## src/rtl/rdstat_pkg.sv

```systemverilog
package rdstat_pkg;

  // Per-cycle strobes that the control half hands to the datapath half.
  typedef struct packed {
    logic capture;    // load the output register this cycle
    logic statusSel;  // choose the status word over array data
    logic toggleAdv;  // flip the toggle state
    logic toggleClr;  // hold the toggle state at zero
  } rdCtrl_t;

endpackage

```

## src/rtl/rdstat_ctrl.sv

```systemverilog
module rdstat_ctrl
  import rdstat_pkg::*;
(
  input  logic    rdStrobe,
  input  logic    busy,
  output rdCtrl_t ctrl
);

  // Busy is looked at in the same cycle as the strobe, so a read that lands
  // in the cycle busy drops already takes the true-data path.
  always_comb begin
    ctrl.capture   = rdStrobe;
    ctrl.statusSel = rdStrobe & busy;
    ctrl.toggleAdv = rdStrobe & busy;
    ctrl.toggleClr = ~busy;
  end

endmodule

```

## src/rtl/rdstat_dpath.sv

```systemverilog
module rdstat_dpath
  import rdstat_pkg::*;
#(
  parameter int DATA_W = 8
) (
  input  logic              clk,
  input  logic              rst_n,
  input  rdCtrl_t           ctrl,
  input  logic [DATA_W-1:0] lastData,
  input  logic [DATA_W-1:0] arrayData,
  output logic [DATA_W-1:0] rdData
);

  localparam int POLL_BIT = DATA_W - 1;
  localparam int TOG_BIT  = DATA_W - 2;

  logic              toggleQ;
  logic [DATA_W-1:0] statusWord;

  // Build the status word one bit at a time.
  for (genvar i = 0; i < DATA_W; i++) begin : gStat
    if (i == POLL_BIT) begin : gPoll
      assign statusWord[i] = ~lastData[i];
    end else if (i == TOG_BIT) begin : gTog
      assign statusWord[i] = toggleQ;
    end else begin : gPass
      assign statusWord[i] = lastData[i];
    end
  end

  always_ff @(posedge clk) begin
    if (!rst_n) begin
      toggleQ <= 1'b0;
      rdData  <= '0;
    end else begin
      if (ctrl.toggleClr)      toggleQ <= 1'b0;
      else if (ctrl.toggleAdv) toggleQ <= ~toggleQ;
      if (ctrl.capture)
        rdData <= ctrl.statusSel ? statusWord : arrayData;
    end
  end

  // Outside a programming period the toggle state must rest at zero.
  AST_TOGGLE_IDLE_ZERO: assert property (@(posedge clk) disable iff (!rst_n)
    ctrl.toggleClr |=> (toggleQ == 1'b0));

  // A status capture must advance the toggle state.
  AST_TOGGLE_ADVANCE: assert property (@(posedge clk) disable iff (!rst_n)
    (ctrl.statusSel && !ctrl.toggleClr) |=> (toggleQ != $past(toggleQ)));

endmodule

```

## src/rtl/wr_status_resp.sv

```systemverilog
module wr_status_resp
  import rdstat_pkg::*;
(
  input  logic       clk,
  input  logic       rst_n,
  input  logic       rdStrobe,
  input  logic       busy,
  input  logic [7:0] lastData,
  input  logic [7:0] arrayData,
  output logic [7:0] rdData
);

  localparam int DATA_W = 8;

  rdCtrl_t ctrl;

  rdstat_ctrl u_ctrl (
    .rdStrobe (rdStrobe),
    .busy     (busy),
    .ctrl     (ctrl)
  );

  rdstat_dpath #(.DATA_W(DATA_W)) u_dpath (
    .clk       (clk),
    .rst_n     (rst_n),
    .ctrl      (ctrl),
    .lastData  (lastData),
    .arrayData (arrayData),
    .rdData    (rdData)
  );

  AST_POLL_INVERTED: assert property (@(posedge clk) disable iff (!rst_n)
    (rdStrobe && busy) |=> (rdData[7] == ~$past(lastData[7])));

  AST_LOW_BITS_PASS: assert property (@(posedge clk) disable iff (!rst_n)
    (rdStrobe && busy) |=> (rdData[5:0] == $past(lastData[5:0])));

  AST_TRUE_DATA: assert property (@(posedge clk) disable iff (!rst_n)
    (rdStrobe && !busy) |=> (rdData == $past(arrayData)));

  AST_HOLD_NO_READ: assert property (@(posedge clk) disable iff (!rst_n)
    !rdStrobe |=> $stable(rdData));

  AST_TOGGLE_FIRST_ZERO: assert property (@(posedge clk) disable iff (!rst_n)
    (rdStrobe && busy && !$past(busy)) |=> (rdData[6] == 1'b0));

endmodule

```

## config.mk

```make
export PLATFORM = sky130hd
export DESIGN_NAME = wr_status_resp
export DESIGN_NICKNAME = d
export VERILOG_FILES = /design/src/rtl/rdstat_pkg.sv /design/src/rtl/rdstat_ctrl.sv /design/src/rtl/rdstat_dpath.sv /design/src/rtl/wr_status_resp.sv
export SDC_FILE = /design/constraint.sdc
export NUM_CORES = 1
export LEC_CHECK = 0
export BUFFER_PORTS_ARGS = -buffer_cell sky130_fd_sc_hd__buf_2
export CAP_MARGIN = 40
export CORE_AREA = 2 2 39 41
export DETAILED_ROUTE_END_ITERATION = 6
export DIE_AREA = 0 0 41 43
export SKIP_CTS_REPAIR_TIMING = 1
export SLEW_MARGIN = 30
export SYNTH_ARGS = -nofsm -noshare
export SYNTH_HDL_FRONTEND = slang
export SYNTH_HIERARCHICAL = 1
export SYNTH_SLANG_ARGS = --single-unit
export TNS_END_PERCENT = 10
```

## constraint.sdc

```tcl
create_clock -name clk -period 2 [get_ports clk]
set_clock_uncertainty 0.2 [all_clocks]
set_input_delay 0.1 -clock clk [delete_from_list [all_inputs] [get_ports clk]]
set_output_delay 0.1 -clock clk [all_outputs]
set_load 0.02 [all_outputs]
```

==> Word-level counts from Yosys, hierarchy flattened <==
Cells that the tools add are included.
W data, S select, Z words.
{ "word_totals": {"elab_cells": 7, "input_bits": 20, "memories": 0, "romBits": 0, "latch_bits": 0, "ff_bits": 9, "mem_bits_rw": 0} }
{ "op_classes": {"n_shift": 0, "mul": 0, "addsub": 0, "n_reduce_logical": 1, "div": 0, "eq_ne": 0, "magnitude_cmp": 0, "mux": 1, "bitwise": 3} }
{ "op_table": {"columns": ["operator", "count"], "rows": [
  ["$mux W8", 1],
  ["$not A1 Y1", 2],
  ["$reduce_and A2 Y1", 1],
  ["$and A1 B1 Y1", 1]
]} }

==> Longest topological paths before layout <==
{ "depth": {"depth_word": 2, "ltp_mapped": 5, "depth_no_buf": 3} }

==> Hierarchy <==
Netlist, hierarchy kept.
{ "modules_own_cells": {"columns": ["mod", "area_per_inst_um2", "n_inst", "cells_each"], "rows": [
  ["rdstat_dpath", 390.4, 1, 38],
  ["rdstat_ctrl", 25.0, 1, 4]
]} }

==> Worst setup path before layout <==
OpenSTA, ideal clock, no wires.
{ "synth_timing": {"kind": "input -> register", "startpoint": "in rdStrobe", "endpoint": "reg u_dpath.rdData[7]", "required_ns": 1.726, "arrival_ns": 0.779, "setup_slack_ns": 0.946, "n_path_buf": 2, "stages": 5, "setup_ns": 0.074, "cell_sequence": "and2_1 buf_4 buf_6 nand2b_1 a31oi_1"} }
{ "synth_lines": {"columns": ["element", "line_no", "source"], "rows": [
  ["start: declaration", "wr_status_resp.sv:6", "input logic rdStrobe,"],
  ["end signal: assignment", "rdstat_dpath.sv:39", "rdData <= ctrl.statusSel ? statusWord : arrayData;"],
  ["end: declaration", "rdstat_dpath.sv:11", "output logic [DATA_W-1:0] rdData"]
]} }

==> results.txt <==
----------------------------------------------------
[Setup path]
  Minimum setup slack among reg-to-reg paths ... 1050 ps
  Worst setup SP type ... input pin
  Largest fanout of any net on the critical path ... 10
  Worst r2r src ... u_dpath/toggleQ
  FF-to-FF End ... u_dpath/toggleQ
  Cell depth of the worst flop-to-flop path ... 2
  Crit path arrival time ... 1510 ps
  Kind of end point of the critical path ... flop
  CP required ... 1930 ps
  Termination of the worst setup path ... u_dpath/rdData[5]
  Setup crit start ... busy
  Critical path type ... in -> reg

[Timing]
  Maximum frequency from static timing analysis ... 633.0 MHz
  Slew headroom ... 63.87%
  Post-route setup slack ... 420.2 ps
  Time the final worst path needs with I/O delays and setup ... 1580 ps
  Max Transition Viols Final ... 0
  Total Neg Setup Slack ... 0 ps
  Worst hold slack ... 22.64 ps
  Unrepaired setup endpoints after global routing ... no
  Final hold viol count ... 0
  Setup-failing EPs final ... 0
  Period utilization ... 78.99%
  Transition time of the tightest slew-check pin ... 541.9 ps

[GRT]
  Vias in the first global route ... 338
  Congestion Overflow GR ... 0
  Aggregate global-route resource usage ... 12.40%
  Largest net degree at the start of global routing ... 18
  Wire length of the first global-routing pass ... 1.386 mm
  Antenna violations before repair ... 0

[Floorplan]
  Number of cell rows ... 14
  Die width ... 41 µm
  Die ar. ... 1763 µm²
  Y dimension of the die ... 43 µm
  Effective utilization at floorplan ... 30.02%
  Total I/O pin count ... 28
  Core ar. ... 1384 µm²

[Clocking]
  Source-to-sink clock delay at the later pin of the worst-skew pair ... 250 ps
  Clock-pin slew on the worst setup and hold paths ... 60 ps
  Number of H-tree levels ... 1
  Num Clock Sinks ... 9
  TritonCTS clock tree ... built
  Bufs on Longest Clock Path ... 2
  Clk root buf ... clkbuf_4
  Number of buffers created by CTS ... 3

[Drt]
  Pre-antenna DRT Iters ... 1
  DRC violations left ... 0
  Routed via count divided by cell count ... 4.485
  Total number of vias ... 453
  Overall routed net length ... 1.106 mm
  DRC marker count from the first detailed-route iteration ... 0
  Antenna Violating Nets Remaining ... 0
  Routed WL per cell ... 10.95 µm

[Synth]
  Cell type contributing the most total cell area after synthesis ... dfxtp_1
  Number of instances in the synthesized netlist ... 42
  Synthesized area per cell ... 9.890 µm²
  Fraction of synthesized cell area taken by the top area cell type ... 43.37%
  Top_reg_cell synth ... dfxtp_1
  Cell types occupying the most area after synthesis ... dfxtp_1 43%, mux2i_1 17%, a21oi_1 8.4%
  Number of distinct library cells after synthesis ... 13
  Leading cell type by number of instances after synthesis ... dfxtp_1
  Leading cell types by count after synthesis ... 9 x dfxtp_1, 7 x a21oi_1, 7 x mux2i_1, 6 x o21ai_0
  Count of warnings emitted by yosys ... 6
  Number of enable-type register cells in the synthesized netlist ... 0
  Synthesized flop and latch total ... 9
  Register area share after synthesis ... 43.37%
  Share of async-settable or async-resettable flops after synthesis ... 0%
  Cell Area, Synth ... 415.4 µm²
  Synthesized net count ... 62

[Power]
  Total leakage power ... 0.0003353 µW
  Overall Power ... 439.6 µW
  Maximum vdd drop ... 331.9 µV
  PwrDens ... 606.8 nW/µm²

[Layout]
  Share of cells above drive strength 1 ... 36.47%
  Share of the core filled with cells in the final layout ... 52.35%
  Fin nets ... 106
  Synthesis-to-finish area growth ... 74.40%
  Filler cell count ... 130
  Number of diodes added for antenna fixing ... 0

[Flow run]
  Number of max-cap violations ... 0

[Placed design]
  Routability congestion estimate ... 0.5664
  Port Buf Inserts ... 26
  Worst slack, placed ... 414.7 ps

[Worst hold path]
  Path class of the lowest-slack min-delay path ... in -> reg

[Outcome]
  Status ... finished clean

----------------------------------------------------
-- cells in the final DEF (no fill, tap or decap), drive strengths merged --
master       instances
a21oi                7
a31oi                1
and2                 1
buf                 26
clkbuf               4
dfxtp                9
dlygate4sd3         17
inv                  1
mux2i                7
nand2b               2
nor3b                1
o21ai                8
xnor2                1
-- registers in the layout, summed over array words and instances (netlist names) --
register	flops
u_dpath/toggleQ	1
u_dpath/rdData	8
-- how the worst min path moves through the flow --
stage | startpoint | end | slack (ps) | cells past startpoint
6_report | rdStrobe | u_dpath/rdData[2] | 20 | 2
5_1_grt | rdStrobe | u_dpath/rdData[0] | 20 | 2
4_1_cts | busy | u_dpath/toggleQ | -120 | 3
3_5_place_dp | busy | u_dpath/toggleQ | 150 | 3
3_3_place_gp | busy | u_dpath/toggleQ | 130 | 3
2_1_floorplan | rst_n | u_dpath/rdData[1] | 10 | 2
-- critical path, cell delays in order --
cell and delay, ps:
dlygate4sd3_1 520, buf_2 100, and2_1 460, mux2i_1 250, a21oi_1 80
-- per-layer routing --
| layer | track usage, % | wire length (µm) | up-vias | share of wire [%] |
|---|---|---|---|---|
| met4 | 10.00 | 19 | 0 | 1.7 |
| met3 | 4.712 | 54 | 2 | 4.9 |
| li1 | - | - | 235 | - |
| met5 | 0 | 0 | - | 0 |
| met2 | 18.13 | 587 | 14 | 53 |
| met1 | 13.36 | 445 | 202 | 40 |
-- area by class of cell --
type	count	area [µm²]	share of cell area [%]
clock buffers	4	26.28	3.627
inverters	1	3.754	0.5181
well taps	16	20.02	2.763
flip-flops and latches	9	180.2	24.87
repair buffers	43	300.3	41.45
multi-input cells	28	193.9	26.77
-- report_power, final --
group | internal (µW) | switching (µW) | total [µW]
sequential | 192 | 5.75 | 198
clock | 76.7 | 59.8 | 136
combinational | 57.5 | 47.9 | 105
total | 326 | 113 | 440
-- logic make-up after synthesis --
group / share of synthesized area, %
AOI/OAI and AO/OA: 21.39
DFF: 43.37
muxes: 16.87
buffers and inverters: 9.937
and+or+nand+nor: 6.326
xor gates and xnor gates: 2.109
-- through the flow --
stage                     area [µm²]  instances
after global placement         528.0         80
after CTS                      554.3         84
after floorplan                415.4         42
final                          724.4        101
after detailed placement       528.0         80
after global routing           724.4        101
Power figures use the tool's default switching activity.
